**src/rtl/uart_dma_ready.sv**
```systemverilog
module uart_dma_ready #(
  parameter int DEPTH     = 16,
  parameter int DW        = 8,
  parameter int TMO_TICKS = 4
) (
  input  logic          clk,
  input  logic          rst_n,
  input  logic          fcr_wr,
  input  logic          fcr_en,
  input  logic          fcr_rx_clr,
  input  logic          fcr_tx_clr,
  input  logic          fcr_dma_sel,
  input  logic [1:0]    fcr_trig,
  input  logic          cpu_wr,
  input  logic [DW-1:0] cpu_wdata,
  input  logic          cpu_rd,
  input  logic          cpu_stat_rd,
  output logic [DW-1:0] cpu_rdata,
  input  logic          ser_tx_pop,
  output logic [DW-1:0] ser_tx_data,
  input  logic          ser_rx_push,
  input  logic [DW-1:0] ser_rx_data,
  input  logic          char_tick,
  output logic [$clog2(DEPTH+1)-1:0] tx_level,
  output logic [$clog2(DEPTH+1)-1:0] rx_level,
  output logic          tx_rdy_n,
  output logic          rx_rdy_n,
  output logic          bus_buf_out
);
  localparam int AW = $clog2(DEPTH);
  localparam int CW = $clog2(DEPTH+1);
  localparam int TW = $clog2(TMO_TICKS+1);

  logic [DW-1:0] tx_mem [DEPTH];
  logic [DW-1:0] rx_mem [DEPTH];
  logic [AW-1:0] tx_wp, tx_rp, rx_wp, rx_rp;
  logic [CW-1:0] tx_cnt, rx_cnt, rx_cnt_nxt, cap, trig_lvl;
  logic [TW-1:0] tmo_q;
  logic [1:0]    trig_q;
  logic          en_q, sel_q, rx_req_q;

  wire mode1  = en_q & sel_q;
  wire toggle = fcr_wr & (fcr_en != en_q);
  wire clr_tx = (fcr_wr & fcr_tx_clr) | toggle;
  wire clr_rx = (fcr_wr & fcr_rx_clr) | toggle;
  wire wr_ok  = cpu_wr & (tx_cnt < cap);
  wire pop_ok = ser_tx_pop & (tx_cnt != '0);
  wire psh_ok = ser_rx_push & (rx_cnt < cap);
  wire rd_ok  = cpu_rd & (rx_cnt != '0);
  wire tmo_hit = char_tick & (rx_cnt != '0) & ~psh_ok & ~rd_ok & ~clr_rx
                 & (tmo_q == TW'(TMO_TICKS-1));

  assign cap = en_q ? CW'(DEPTH) : CW'(1);
  assign rx_cnt_nxt = clr_rx ? '0 : rx_cnt + CW'(psh_ok) - CW'(rd_ok);

  always_comb begin
    case (trig_q)
      2'd0:    trig_lvl = CW'(1);
      2'd1:    trig_lvl = CW'(4);
      2'd2:    trig_lvl = CW'(8);
      default: trig_lvl = CW'(14);
    endcase
  end

  assign tx_level    = tx_cnt;
  assign rx_level    = rx_cnt;
  assign ser_tx_data = tx_mem[tx_rp];
  assign bus_buf_out = cpu_rd | cpu_stat_rd;
  assign tx_rdy_n    = mode1 ? (tx_cnt == CW'(DEPTH)) : (tx_cnt != '0);
  assign rx_rdy_n    = mode1 ? ~rx_req_q : (rx_cnt == '0);

  always_ff @(posedge clk or negedge rst_n) begin
    if (!rst_n) begin
      en_q   <= 1'b0;
      sel_q  <= 1'b0;
      trig_q <= 2'd0;
    end else if (fcr_wr) begin
      en_q   <= fcr_en;
      sel_q  <= fcr_dma_sel;
      trig_q <= fcr_trig;
    end
  end

  always_ff @(posedge clk) begin
    if (wr_ok)  tx_mem[tx_wp] <= cpu_wdata;
    if (psh_ok) rx_mem[rx_wp] <= ser_rx_data;
  end

  always_ff @(posedge clk or negedge rst_n) begin
    if (!rst_n) begin
      tx_wp <= '0; tx_rp <= '0; tx_cnt <= '0;
    end else if (clr_tx) begin
      tx_wp <= '0; tx_rp <= '0; tx_cnt <= '0;
    end else begin
      if (wr_ok)  tx_wp <= tx_wp + 1'b1;
      if (pop_ok) tx_rp <= tx_rp + 1'b1;
      tx_cnt <= tx_cnt + CW'(wr_ok) - CW'(pop_ok);
    end
  end

  always_ff @(posedge clk or negedge rst_n) begin
    if (!rst_n) begin
      rx_wp <= '0; rx_rp <= '0; rx_cnt <= '0;
      cpu_rdata <= '0;
    end else begin
      rx_cnt <= rx_cnt_nxt;
      if (clr_rx) begin
        rx_wp <= '0; rx_rp <= '0;
      end else begin
        if (psh_ok) rx_wp <= rx_wp + 1'b1;
        if (rd_ok) begin
          rx_rp     <= rx_rp + 1'b1;
          cpu_rdata <= rx_mem[rx_rp];
        end
      end
    end
  end

  always_ff @(posedge clk or negedge rst_n) begin
    if (!rst_n) begin
      tmo_q    <= '0;
      rx_req_q <= 1'b0;
    end else begin
      if (clr_rx || rx_cnt == '0 || psh_ok || rd_ok) tmo_q <= '0;
      else if (char_tick && tmo_q != TW'(TMO_TICKS)) tmo_q <= tmo_q + 1'b1;
      if (rx_cnt_nxt == '0) rx_req_q <= 1'b0;
      else rx_req_q <= rx_req_q | (rx_cnt_nxt >= trig_lvl) | tmo_hit;
    end
  end

  AST_HOLD_CAP: assert property (@(posedge clk) disable iff (!rst_n)
    !en_q |-> (tx_cnt <= CW'(1) && rx_cnt <= CW'(1)));
  AST_NO_OVERFLOW: assert property (@(posedge clk) disable iff (!rst_n)
    (cpu_wr && !ser_tx_pop && !fcr_wr && tx_cnt == CW'(DEPTH)) |=> tx_cnt == CW'(DEPTH));
  AST_RX_TRIG_SET: assert property (@(posedge clk) disable iff (!rst_n)
    (mode1 && !fcr_wr && ser_rx_push && !cpu_rd && rx_cnt < CW'(DEPTH)
     && rx_cnt == trig_lvl - CW'(1)) |=> !rx_rdy_n);
  AST_RX_HOLD: assert property (@(posedge clk) disable iff (!rst_n)
    (mode1 && !rx_rdy_n && rx_cnt > CW'(1) && !fcr_wr) |=> !rx_rdy_n);
  AST_EMPTY_READ: assert property (@(posedge clk) disable iff (!rst_n)
    (cpu_rd && rx_cnt == '0 && !ser_rx_push && !fcr_wr) |=> ($stable(cpu_rdata) && rx_cnt == '0));
endmodule

```
**config.mk**
```make
export PLATFORM = sky130hd
export DESIGN_NAME = uart_dma_ready
export DESIGN_NICKNAME = d
export VERILOG_FILES = /design/src/rtl/uart_dma_ready.sv
export SDC_FILE = /design/constraint.sdc
export NUM_CORES = 1
export LEC_CHECK = 0
export ABC_AREA = 1
export CAP_MARGIN = 5
export CORE_ASPECT_RATIO = 0.5
export CORE_MARGIN = 1
export CORE_UTILIZATION = 46
export CTS_BUF_LIST = sky130_fd_sc_hd__clkbuf_2
export DETAILED_ROUTE_END_ITERATION = 12
export PLACE_DENSITY = 0.67
export SYNTH_ARGS = -nofsm -noshare
export SYNTH_HDL_FRONTEND = slang
export SYNTH_SLANG_ARGS = --single-unit
```
**constraint.sdc**
```tcl
create_clock -name clk -period 8.36 [get_ports clk]
set_input_delay 0.836 -clock clk [delete_from_list [all_inputs] [get_ports clk]]
set_output_delay 0.836 -clock clk [all_outputs]
set_load 0.02 [all_outputs]
```
* After elaboration in Yosys (flattened, before gate mapping)
Memories as Yosys holds them, arrays and structs flattened. A register that Yosys moved wholly into a read port is not among the register bits.
Cells that the tools add are included.
** Storage, ports and cells
- Memories :: 2
- Input bits :: 31
- Bits in read-only memories :: 0
- Register bits after elaboration :: 34
- Bits in latches :: 0
- Word-level logic and storage cells :: 90
- RAM bits :: 256
** Cells by class
- Reduce and logical (&&, ||, !) cells :: 16
- Muxes and demuxes :: 21
- Div/mod/pow operators :: 0
- $add $sub $neg :: 9
- Magnitude comparators :: 3
- Equal/unequal tests :: 6
- Shifts and indexed selects :: 0
- Multipliers :: 0
- Bitwise operators :: 22
** Memories
- rx_mem :: depth 16, width 8, rd ports 1, clocked after Yosys merged registers in 1, wr ports 1, line 35 : logic [DW-1:0] rx_mem [DEPTH];
- tx_mem :: depth 16, width 8, rd ports 1, clocked after Yosys merged registers in 0, wr ports 1, line 34 : logic [DW-1:0] tx_mem [DEPTH];
** Operator list (count)
- $mux W4 :: 8
- $add A4 B1 Y4 const B :: 4
- $mux W5 :: 3
- $and A1 B1 Y1 :: 13
- $pmux W4 S3 :: 1
- $add A5 B1 Y5 :: 2
- $logic_not A5 Y1 :: 2
- $lt A5 B5 Y1 :: 2
- $reduce_bool A2 Y1 :: 5
- $reduce_bool A5 Y1 :: 2
- $sub A5 B1 Y5 :: 2
- $mux W1 :: 7
- $mux W3 :: 2
- $eq A5 B5 Y1 const B :: 1
- $ge A5 B4 Y1 :: 1
- $or A1 B1 Y1 :: 5
- $not A1 Y1 :: 4
- $add A3 B1 Y3 const B :: 1
- $eq A3 B2 Y1 const B :: 1
- $logic_or A1 B1 Y1 :: 3
- $ne A3 B3 Y1 const B :: 1
- $eq A2 B1 Y1 const B :: 1
- $eq A2 B2 Y1 const B :: 1
- $logic_not A2 Y1 :: 1
- other kinds (4) :: 4

* Longest topological paths before layout
- Depth in word-level cells :: 10
- Mapped depth :: 22

* Worst setup path before layout
No wires, ideal clock.
- Path kind :: register -> register
- Start :: register rx_cnt[2] (netlist: rx_level[2])
- End :: register rx_req_q
- Setup slack :: 5250 ps
- Arrival time :: 2993 ps
- Clock period less this slack :: 3110 ps
- Stages on the path, launching flop included :: 20
- Path through :: dfrtp_1 inv_1 ha_1 nand3_1 nand2_1 inv_1 ha_1 inv_1 ha_1 fa_1 or2_2 nand3_2 inv_1 ha_1 nand2_1 nand2_1 nand2_1 nand3_1 nor2_1 nor2_1
** Between the ends
- Longest elaborated chain between the ends :: 9
** Ends and longest elaborated chain
- from (decl) :: line 37 : logic [CW-1:0] tx_cnt, rx_cnt, rx_cnt_nxt, cap, trig_lvl;
- from (signal assigned) :: line 106 : rx_cnt <= rx_cnt_nxt;
- $lt A5 B5 Y1 :: line 48 : wire psh_ok = ser_rx_push & (rx_cnt < cap);
- $and A1 B1 Y1 :: line 48
- $add A5 B1 Y5 :: line 54 : assign rx_cnt_nxt = clr_rx ? '0 : rx_cnt + CW'(psh_ok) - CW'(rd_ok);
- $sub A5 B1 Y5 (*) :: line 54
- $mux W5 (*) :: line 54
- net rx_cnt_nxt[2] :: line 37
- $ge A5 B4 Y1 :: line 127 : else rx_req_q <= rx_req_q | (rx_cnt_nxt >= trig_lvl) | tmo_hit;
- $or A1 B1 Y1 (2 in a row) :: line 127
- $mux W1 (*) :: line 126 : if (rx_cnt_nxt == '0) rx_req_q <= 1'b0;
- to (signal assigned) :: line 127
- to (decl) :: line 40 : logic en_q, sel_q, rx_req_q;
The timed path passes the listed nets; every way through them passes the cells marked *.
A chain may end at the register's enable or synchronous reset.

* Final worst setup path
- Start :: register tx_rp[0]
- End :: output port ser_tx_data[3]
** Between the ends
- Longest elaborated chain between the ends :: 1
** Ends and longest elaborated chain
- from (decl) :: line 36 : logic [AW-1:0] tx_wp, tx_rp, rx_wp, rx_rp;
- from (signal assigned) :: line 96 : if (pop_ok) tx_rp <= tx_rp + 1'b1;
- $mem_v2 Z16 W8
- to (decl) :: line 20 : output logic [DW-1:0] ser_tx_data,
No other way between the ends.

==> metrics <==
sequential area share after synthesis 67.2%; crit path time final 4.67 ns; TritonCTS Sinks 298; Ys Warns 0; worst path required time 7.52 ns; unrepaired setup endpoints after global routing false; largest net degree at the start of global routing 69; post-route non-filler standard cell count 1685; Post-synth EDFFs 256; CTS buffer count 68; WL/cell 17.1 microns; actual slew at the worst max-slew pin 1.04 ns; Final WS setup 3.69 ns; Setup Fix Bufs, Post-CTS 0; io pins 60; die area 29000 sq um; cts repair resizes 0; DRT iter0 DRCs 723; clock latency on the worst-skew pair 0.91 ns; effective utilization at floorplan 46.9%; Hold/Removal Path Class primary input to async pin; share of cells above drive strength 1 11.5%; R2R Path End rx_req_q; final hold slack 0.0920 ns; clock-pin transition on the worst setup and hold timing paths 0.10 ns; Post-DRT Antenna Nets 0; row cnt 43; DP Cell Count 1568; Die W 240 microns; final-stage net count 1324; Reg2Reg Setup Slack 4.96 ns; commonest non-fill, non-tap cell in the layout edfxtp_1; Reg2Reg Launch Point rx_level[2]; CTS tree yes; status finished clean; Yosys cell types 38; final setup fails 0; final hold violation count 0; Final Wtd Congestion 0.819; die height 121 microns; total power 0.00423 W; Layout area overhead 11.3%; Filler Cell Count 2403; Final Max Tran Viols 0; total global-route track usage 20.4%; routed via count 8763; pwr dens 292 nW/um^2; detailed placement HPWL 17300 microns; first-pass GRT wire length 45000 microns; final wirelength 28800 microns; # H-tree levels 3; Fin Setup TNS 0 ns; Async SR Flop Fraction 14.1%; clock buffer depth 3; Pleak 5.52 nW; Yosys reg bits 298; most frequent cells in the layout edfxtp_1 (256), nand2_1 (232), nor2_1 (201); grt total ovfl 0; r2r worst-path depth 19; Net Count, Synth 1235; area of the core 27700 sq um; Pre-antenna DRT Iters 7; CTS root buffer clkbuf_2; Slew HR 30.6%; initial antenna violation count 1; Setup WS pre-CTS 4.63 ns; port bufs 59; Clock Skews 0.0700 ns; ys flop type edfxtp_1; Setup CP Type flop to output port; DRC viols 0; Hold Buf Count CTS 0; cell count after synthesis 1167; Avg Vias per Cell 5.20; largest fanout on the critical path 67; syn_area_per_cell 11.1 sq um; fin crit share 55.8%; Worst EP arrival 3.83 ns; crit path capture type output port; Syn Std Cell Area 13000 sq um; max-cap viol count 0; vias in the first global route 8701; Max VDD drop 0.000129 V; Worst Setup Start Kind flop; Fmax 0.214 GHz
[where the power goes]
| group | leakage [nW] | switching, W | internal, W |
|---|---|---|---|
| combinational | 2.19 | 0.000950 | 0.000511 |
| sequential | 2.84 | 0.0000812 | 0.00173 |
| clock | 0.483 | 0.000570 | 0.000383 |
| total | 5.52 | 0.00160 | 0.00263 |
[kinds of logic after synthesis]
logic type | share of synthesized area, %
AO/OA/AOI/OAI | 7.21
adder cells (fa/ha/maj) | 3.68
flip-flops | 67.2
multiplexers | 0.164
XOR/XNOR | 0.270
AND/OR/NAND/NOR | 17.0
buffers and inverters | 4.40
[final cells by class]
cell class                 count  area (sq um)  area share, %
antenna                        1          2.50         0.0173
clock buffer                 102           510           3.53
clock inverter                14           108          0.744
inverter                      63           239           1.65
multi-input combinational    752          3700           25.6
sequential                   298          8740           60.4
tap                          382           478           3.30
timing repair buffer          73           691           4.77
[cells in the mapped netlist, types with 4 or more instances]
| cell | instances | area share, % |
|---|---|---|
| o211ai_1 | 23 | 1.3 |
| a21oi_1 | 13 | 0.50 |
| nor2_1 | 201 | 5.8 |
| buf_6 | 7 | 0.61 |
| nor3_1 | 14 | 0.54 |
| edfxtp_1 | 256 | 59 |
| nand2_2 | 4 | 0.19 |
| inv_1 | 53 | 1.5 |
| o21ai_0 | 112 | 4.3 |
| buf_4 | 8 | 0.46 |
| buf_2 | 25 | 0.96 |
| inv_2 | 6 | 0.17 |
| nand3_1 | 82 | 3.2 |
| o221ai_1 | 9 | 0.61 |
| clkbuf_1 | 9 | 0.26 |
| ha_1 | 35 | 3.4 |
| dfrtp_1 | 42 | 8.1 |
| nand2_1 | 232 | 6.7 |
| clkbuf_2 | 4 | 0.15 |
[sequential cells by signal, indices dropped and copies added, names as in the netlist]
register,flops
rx_mem,128
tx_mem,128
cpu_rdata,8
rx_level,5
tx_level,5
rx_rp,4
rx_wp,4
tx_rp,4
tx_wp,4
tmo_q,3
trig_q,2
en_q,1
rx_req_q,1
sel_q,1
[how the worst max path moves through the flow]
stage	from	endpoint	depth (start not counted)
after floorplan	rx_level[2]	rx_req_q	19
final	tx_rp[0]	ser_tx_data[3]	9
after detailed placement	ser_rx_push	rx_req_q	18
after CTS	tx_rp[0]	ser_tx_data[3]	9
after global placement	ser_rx_push	rx_req_q	18
after global routing	tx_rp[0]	ser_tx_data[2]	9
[per-stage QoR]
stage / util (%) / instance area (sq um)
2_1_floorplan: - / 13000
3_3_place_gp: 50.0 / 13800
3_5_place_dp: 50.0 / 13800
4_1_cts: 52.2 / 14500
5_1_grt: 52.2 / 14500
6_report: 52.2 / 14500
[critical path, stage by stage (launching register included)]
cell and delay [ns]:
dfrtp_2 0.40, buf_4 0.31, inv_2 0.84, nor2_1 0.10, nor2_1 0.12, o21ai_0 0.09, o211ai_1 0.11, nand3_1 0.13
nand2_1 0.14, clkdlybuf4s50_1 0.63
[layer usage]
layer	wire length [microns]	up-vias	GRT usage, %
met2	13900	255	33.3
met3	1770	47	5.69
li1	-	4233	-
met5	0	-	0
met4	490	0	8.29
met1	12700	4228	25.9
Power figures use the tool's default switching activity.
